===== src/rtl/mulu_pkg.sv =====
package mulu_pkg;
  localparam int OPC_W  = 6;
  localparam int FUNC_W = 11;

  // major codes
  localparam logic [OPC_W-1:0]  OPC_MUL_REG = 6'b010000;
  localparam logic [OPC_W-1:0]  OPC_MUL_IMM = 6'b011000;

  // register-form variant selectors
  localparam logic [FUNC_W-1:0] FN_LO  = 11'd0;
  localparam logic [FUNC_W-1:0] FN_HSS = 11'd1;
  localparam logic [FUNC_W-1:0] FN_HSU = 11'd2;
  localparam logic [FUNC_W-1:0] FN_HUU = 11'd3;

  typedef enum logic [1:0] {MK_LO, MK_HSS, MK_HUU, MK_HSU} mul_kind_e;
endpackage


===== src/rtl/mulu_decode.sv =====
module mulu_decode
  import mulu_pkg::*;
#(
  parameter int W     = 32,
  parameter int IMM_W = 16
) (
  input  logic [OPC_W-1:0]  opcode,
  input  logic [FUNC_W-1:0] func,
  input  logic [W-1:0]      ra,
  input  logic [W-1:0]      rb,
  input  logic [IMM_W-1:0]  imm,
  output logic signed [W:0] a_ext,
  output logic signed [W:0] b_ext,
  output logic              take_high,
  output logic              illegal
);
  localparam int PAD = W - IMM_W;

  mul_kind_e   kind;
  logic        a_sgn;
  logic        b_sgn;
  logic [W-1:0] b_word;

  always_comb begin
    kind    = MK_LO;
    illegal = 1'b0;
    b_word  = rb;
    if (opcode == OPC_MUL_IMM) begin
      b_word = {{PAD{imm[IMM_W-1]}}, imm};
    end else if (opcode == OPC_MUL_REG) begin
      unique case (func)
        FN_LO:   kind = MK_LO;
        FN_HSS:  kind = MK_HSS;
        FN_HUU:  kind = MK_HUU;
        FN_HSU:  kind = MK_HSU;
        default: illegal = 1'b1;
      endcase
    end else begin
      illegal = 1'b1;
    end
  end

  // Low word does not depend on signedness; the immediate is always signed.
  assign a_sgn     = (kind == MK_HSS) || (kind == MK_HSU) || (kind == MK_LO);
  assign b_sgn     = (kind == MK_HSS) || (kind == MK_LO);
  assign take_high = (kind != MK_LO);

  // Illegal requests multiply zero by zero, giving a zero result.
  always_comb begin
    if (illegal) begin
      a_ext = '0;
      b_ext = '0;
    end else begin
      a_ext = {a_sgn & ra[W-1], ra};
      b_ext = {b_sgn & b_word[W-1], b_word};
    end
  end
endmodule


===== src/rtl/mulu_core.sv =====
module mulu_core #(
  parameter int W = 32
) (
  input  logic signed [W:0] a_ext,
  input  logic signed [W:0] b_ext,
  input  logic              take_high,
  output logic [W-1:0]      rd
);
  localparam int PW = 2 * W + 2;

  logic signed [PW-1:0] prod;
  logic                 unused_guard;

  assign prod         = PW'(a_ext) * PW'(b_ext);
  assign unused_guard = ^prod[PW-1:2*W];
  assign rd           = take_high ? prod[2*W-1:W] : prod[W-1:0];
endmodule


===== src/rtl/mulu_top.sv =====
module mulu_top
  import mulu_pkg::*;
#(
  parameter int W     = 32,
  parameter int IMM_W = 16
) (
  input  logic              clk,
  input  logic              rst_n,
  input  logic              in_valid,
  output logic              in_ready,
  input  logic [OPC_W-1:0]  in_opcode,
  input  logic [FUNC_W-1:0] in_func,
  input  logic [W-1:0]      in_ra,
  input  logic [W-1:0]      in_rb,
  input  logic [IMM_W-1:0]  in_imm,
  output logic              out_valid,
  input  logic              out_ready,
  output logic [W-1:0]      out_rd,
  output logic              out_illegal
);
  logic signed [W:0] dec_a, dec_b;
  logic              dec_high, dec_ill;

  logic              s1_v;
  logic signed [W:0] s1_a, s1_b;
  logic              s1_high, s1_ill;

  logic [W-1:0]      core_rd;
  logic              s2_v;
  logic [W-1:0]      s2_rd;
  logic              s2_ill;
  logic              advance;

  mulu_decode #(.W(W), .IMM_W(IMM_W)) u_dec (
    .opcode    (in_opcode),
    .func      (in_func),
    .ra        (in_ra),
    .rb        (in_rb),
    .imm       (in_imm),
    .a_ext     (dec_a),
    .b_ext     (dec_b),
    .take_high (dec_high),
    .illegal   (dec_ill)
  );

  // Whole pipe moves together; it freezes only while a result is refused.
  assign advance  = !s2_v || out_ready;
  assign in_ready = advance;

  always_ff @(posedge clk) begin
    if (!rst_n) begin
      s1_v    <= 1'b0;
      s1_a    <= '0;
      s1_b    <= '0;
      s1_high <= 1'b0;
      s1_ill  <= 1'b0;
    end else if (advance) begin
      s1_v <= in_valid;
      if (in_valid) begin
        s1_a    <= dec_a;
        s1_b    <= dec_b;
        s1_high <= dec_high;
        s1_ill  <= dec_ill;
      end
    end
  end

  mulu_core #(.W(W)) u_core (
    .a_ext     (s1_a),
    .b_ext     (s1_b),
    .take_high (s1_high),
    .rd        (core_rd)
  );

  always_ff @(posedge clk) begin
    if (!rst_n) begin
      s2_v   <= 1'b0;
      s2_rd  <= '0;
      s2_ill <= 1'b0;
    end else if (advance) begin
      s2_v <= s1_v;
      if (s1_v) begin
        s2_rd  <= core_rd;
        s2_ill <= s1_ill;
      end
    end
  end

  assign out_valid   = s2_v;
  assign out_rd      = s2_rd;
  assign out_illegal = s2_ill;
endmodule


===== config.mk =====
export PLATFORM = sky130hd
export DESIGN_NAME = mulu_top
export DESIGN_NICKNAME = d
export VERILOG_FILES = /design/src/rtl/mulu_pkg.sv /design/src/rtl/mulu_decode.sv /design/src/rtl/mulu_core.sv /design/src/rtl/mulu_top.sv
export SDC_FILE = /design/constraint.sdc
export NUM_CORES = 2
export LEC_CHECK = 0
export CORE_ASPECT_RATIO = 0.9
export CORE_MARGIN = 2
export CORE_UTILIZATION = 30
export CTS_CLUSTER_SIZE = 28
export DETAILED_ROUTE_END_ITERATION = 8
export DONT_BUFFER_PORTS = 1
export PLACE_DENSITY_LB_ADDON = 0.1
export SYNTH_ARGS = -nofsm -noshare
export SYNTH_HDL_FRONTEND = slang
export SYNTH_SLANG_ARGS = --single-unit

===== constraint.sdc =====
create_clock -name clk -period 11 [get_ports clk]
set_clock_uncertainty 0.1 [all_clocks]
set_input_delay 1.65 -clock clk [delete_from_list [all_inputs] [get_ports clk]]
set_output_delay 1.65 -clock clk [all_outputs]
set_load 0.01 [all_outputs]

# Yosys cells after proc, flatten, opt, wreduce, memory -nomap -nowiden
# Cells that the tools add are included.
word_totals:
  register_bits: 103
  out_inout_bits: 35
  elab_cells: 39
classes:
  multipliers: 1
  eq_ne: 7
  muxes: 10
  bitwise_logic: 2
  reduce_logical: 11
op_table:
  columns: ["op", "n"]
  rows:
  - ["two-way mux 33 bit", 2]
  - ["multiplier 33 x 33 -> 64 bit", 1]
  - ["two-way mux 32 bit", 2]
  - ["equality test 11 x 2 -> 1 bit (second input constant)", 2]
  - ["equality test 6 x 5 -> 1 bit (second input constant)", 2]
  - ["equality test 11 x 1 -> 1 bit (second input constant)", 1]
  - ["zero test 11 bit", 1]
  - ["one-hot mux 2 bit (3 select lines)", 1]
  - ["logical OR 1 bit", 4]
  - ["two-way mux 2 bit", 2]
  - ["AND reduction 2 bit", 2]
  - ["OR reduction 4 bit", 1]
  - ["two-way mux 1 bit", 3]
  - ["AND 1 bit", 2]
  - ["equality test 2 x 1 -> 1 bit (second input constant)", 1]
  - ["equality test 2 bit (second input constant)", 1]
  - ["zero test 2 bit", 1]
  - ["nonzero test 2 bit", 1]
  - ["zero test 1 bit", 1]

# Logic depth before layout (Yosys ltp)
depth:
  word_depth: 9
  depth_mapped: 29
  depth_no_buf: 27

# Hierarchy
# From an unflattened synthesis, not the netlist that was laid out.
unflattened:
  cells_unflattened: 4763
  hier_area_um2: 43402.9
modules_own_cells:
  columns: ["module", "instances", "cells_per_inst", "area_per_inst_um2"]
  rows:
  - ["mulu_core", 1, 4210, 38634.6]
  - ["mulu_top", 1, 445, 4092.7]
  - ["mulu_decode", 1, 108, 675.6]

# Least setup slack after synthesis
# OpenSTA, ideal clock, no wires.
synth_timing:
  path_type: "reg-to-reg"
  start: "register s1_b[3]"
  end: "register s2_rd[31] (netlist: out_rd[31])"
  setup_ns: 0.074
  t_arrival_ns: 7.795
  slack_ns: 3.031
  path_stages_with_launch: 26
  path_buffers: 3
  synth_period_minus_slack_ns: 7.969
  path_cell_list: "dfxtp_1 > clkbuf_1 > clkbuf_1 > nand2_1 > inv_1 > fa_1 > fa_1 > fa_1 > fa_1 > inv_1 > fa_1 > inv_1 > fa_1 > fa_1 > inv_1 > fa_1 > inv_1 > ha_1 > clkbuf_1 > nand3_1 > nor4_1 > o2111ai_1 > and2_4 > o31a_1 > or4_1 > a31oi_1"
synth_via:
  elab_chain_len: 2
synth_lines:
  columns: ["item", "line_no", "rtl"]
  rows:
  - ["start, declared", "mulu_top.sv:25", "logic signed [W:0] s1_a, s1_b;"]
  - ["start signal, assigned", "mulu_top.sv:54", "s1_b <= '0;"]
  - ["start signal, assigned", "mulu_top.sv:61", "s1_b <= dec_b;"]
  - ["multiplier 33 x 33 -> 64 bit", "mulu_core.sv:14", "assign prod = PW'(a_ext) * PW'(b_ext);"]
  - ["two-way mux 32 bit", "mulu_core.sv:16", "assign rd = take_high ? prod[2*W-1:W] : prod[W-1:0];"]
  - ["end signal, assigned", "mulu_top.sv:83", "s2_rd <= core_rd;"]
  - ["end, declared", "mulu_top.sv:30", "logic [W-1:0] s2_rd;"]
# Every way passes these cells.
# A chain may end at the register's enable or synchronous reset.

# Worst setup path after layout
layout_timing:
  start: "register s1_b[7]"
  end: "register s2_rd[31] (netlist: out_rd[31])"
# The elaborated chain is that of the path after synthesis.

==> flow_metrics.tcl <==
set metrics [dict create \
    status "complete, no violations" \
    dp_hpwl_um 120800 \
    drt-total-wl_um 142300 \
    die_area_mm2 0.1452 \
    critical_path_arrival_ns 9.49 \
    path_clk_slew_ns 0.09 \
    critPathSlowestCell "dfxtp_1" \
    dr.pass1.iters 5 \
    drive_gt1_frac 0.03000 \
    synth_area_per_cell_um2 9.031 \
    synth_top_cell_area_share 0.5280 \
    rsz0062_at_grt "false" \
    combPwrFrac 0.067 \
    num_rows 131 \
    crit_chain "nand2_1 -> inv_1 -> fa_1 -> inv_1 -> fa_1 -> inv_1 -> fa_1 -> fa_1 -> inv_1 -> fa_1 -> inv_1 -> fa_1 -> fa_1 -> inv_1 -> fa_1 -> inv_1 -> ha_1 -> nand3_1 -> nor4_1 -> o2111ai_1 -> and2_4 -> o31a_1 -> or4_1 -> a31oi_1" \
    final_antenna_net_count 0 \
    first_global_vias 33850 \
    nNetsFinal 6000 \
    clock_latency_ns 0.45 \
    intPower_uw 556.9 \
    finalInstanceArea_mm2 0.04502 \
    critPathLaunchType "flip-flop" \
    grtUsageTotal 0.2047 \
    crit_path_max_fanout 22 \
    grt_util_met3 0.01896 \
    synthXorXnorAreaFrac 0.01294 \
    synth_edf_count 0 \
    synth_area_leader_cell "fa_1" \
    gp_congestion 0.8508 \
    max_freq_mhz 108.5 \
    dpl_cell_area_mm2 0.04472 \
    endpoint_kind "flip-flop" \
    synth_area_leaders "fa_1 53%, inv_1 9.7%, and2_1 8.0%" \
    initial_core_util 0.3015 \
    hold-worst-slack_ns 0.3597 \
    syn2layout_area_growth_pct 5.541 \
    critPathKind "reg2reg" \
    drc_errors 0 \
    peakVddDrop_uv 93.61 \
    syn_inst 4723 \
    switching_power_uw 282.0 \
    busiest_layer "met2" \
    final_core_util 0.3183 \
    leakagePower_nw 22.79 \
    crit_buf_inv 7 \
    drt_iter0_drc 1488 \
    gr-total-overflow 0 \
    die_h_um 361.7 \
    seqPwrFrac 0.472 \
    post-route-period-util 0.8382 \
    fin_crit_ns 9.220 \
    cts_buffers 9 \
    core-area_mm2 0.1415 \
    setup_viol 0 \
    worst_slack_ns 1.780 \
    cts_resized 0 \
    setup_tns_ns 0 \
    met2_usage 0.3396 \
    synth.most_common_cell "fa_1" \
    cap_violations 0 \
    relSlewSlack 0.2048 \
    worstPathRequired_ns 11.27 \
    synthMuxAreaShare 0.002376 \
    pre_cts_ws_ns 1.796 \
    synth-adder-area-share 0.5902 \
    dp.cells 6413 \
    slowest_delay_ns 1.10 \
    cp_common_cell "fa_1" \
    cts_setup_buffers 0 \
    cts_hold_buffers 0 \
    vias_per_cell 4.668 \
    synth-compound-area-share 0.05782 \
    hold_violations 0 \
    cts_buffer_depth 2 \
    drv_slew 0 \
    switching_share 0.3361 \
    post_synth_and_or_nand_nor_area_fraction 0.1678 \
    port_buffers 0 \
    yosysWarningCount 0 \
    die_w_um 401.5 \
    clkPwrFrac 0.460 \
    synth-seq-cells 103 \
    antenna_found_initial 6 \
    cp_top_family "adder cells" \
    wl_per_cell_um 22.13 \
    ios 136 \
    synth_area_mm2 0.04265 \
    ys.flop_type "dfxtp_1" \
    min_path_type "reg2reg" \
    final_cells 6430 \
    synth_top_family_by_area "adder cells" \
    grt_pass1_wl_um 222800 \
    powerDensity_mw_per_mm2 18.63 \
    synth_commonest_cells "1125 x fa_1, 1105 x inv_1, 621 x nand2_1, 543 x and2_1, 258 x clkbuf_1" \
    synth_cell_types 71 \
    cts-root-buf "clkbuf_16" \
    cts_tree "built" \
    syn_nets 6161 \
    vias 30010 \
    power_uw 838.8 \
    grt_max_degree 57 \
    async_flop_share 0 \
    cts-htree-levels 3 \
    seq_area_frac_synth 0.04834 \
    use_met1 0.2937 \
    worstMarginPinSlew_ns 1.193 \
    clkSinkCount 103 \
]
final cells by class:
cell class                      count  area [µm²]
Antenna cell                        1       2.502
Clock buffer                       10       239.0
Clock inverter                      6       53.80
Fill cell                       15000       96430
Inverter                         1106        4153
Multi-Input combinational cell   3250       35470
Sequential cell                   103        2068
Tap cell                         1862        2330
Timing Repair Buffer               92       703.2
registers in the layout, summed over array words and instances (netlist names):
signal       count
s1_high          1
s1_v             1
out_valid        1
s1_ill           1
s1_b            33
out_illegal      1
s1_a            33
out_rd          32
cells in the final DEF, fill, tap and decap left out, types with 69 or more instances in the layout:
cell / netlist / final
buf_4: 0 / 91
nand2_1: 621 / 620
o21ai_0: 69 / 69
inv_1: 1105 / 1105
ha_1: 212 / 212
nor2_1: 140 / 139
and2_1: 543 / 544
a21oi_1: 153 / 153
dfxtp_1: 103 / 98
fa_1: 1125 / 1125
power groups by stage:
stage | clock [mW] | combinational (mW) | sequential, mW
2_1_floorplan | 0 | 0.0346 | 0.395
3_3_place_gp | 0 | 0.0563 | 0.406
3_5_place_dp | 0 | 0.0564 | 0.405
4_1_cts | 0.405 | 0.0566 | 0.397
5_1_grt | 0.410 | 0.0614 | 0.397
6_report | 0.386 | 0.0565 | 0.396
routing by layer:
| metal | wire length (µm) | vias to the layer above |
|---|---|---|
| li1 | - | 13410 |
| met1 | 68230 | 16070 |
| met2 | 67750 | 455 |
| met3 | 4051 | 81 |
| met4 | 2263 | 2 |
| met5 | 16 | - |
tightest hold or removal path, cell delays in order (launching register included):
cell	delay, ns
dfxtp_1	0.32
nand2_1	0.05
a21oi_1	0.05
path summary, 6_finish.rpt:
| kind | startpoint | to | slack, ns | cells after the start |
|---|---|---|---|---|
| hold reg to reg | s1_ill | out_illegal | 0.36 | 2 |
| hold / removal | s1_ill | out_illegal | 0.36 | 2 |
| setup / recovery | s1_b[7] | out_rd[31] | 1.78 | 24 |
| setup reg to reg | s1_b[7] | out_rd[31] | 1.78 | 24 |
kinds of logic after synthesis:
logic type / after synthesis
XOR/XNOR: 63
AND/OR/NAND/NOR: 1448
buffers and inverters: 1370
multiplexers: 10
AO/OA/AOI/OAI: 392
flip-flops: 103
adder cells (fa/ha/maj): 1337
Note: power is estimated with default switching activity, not from simulation.
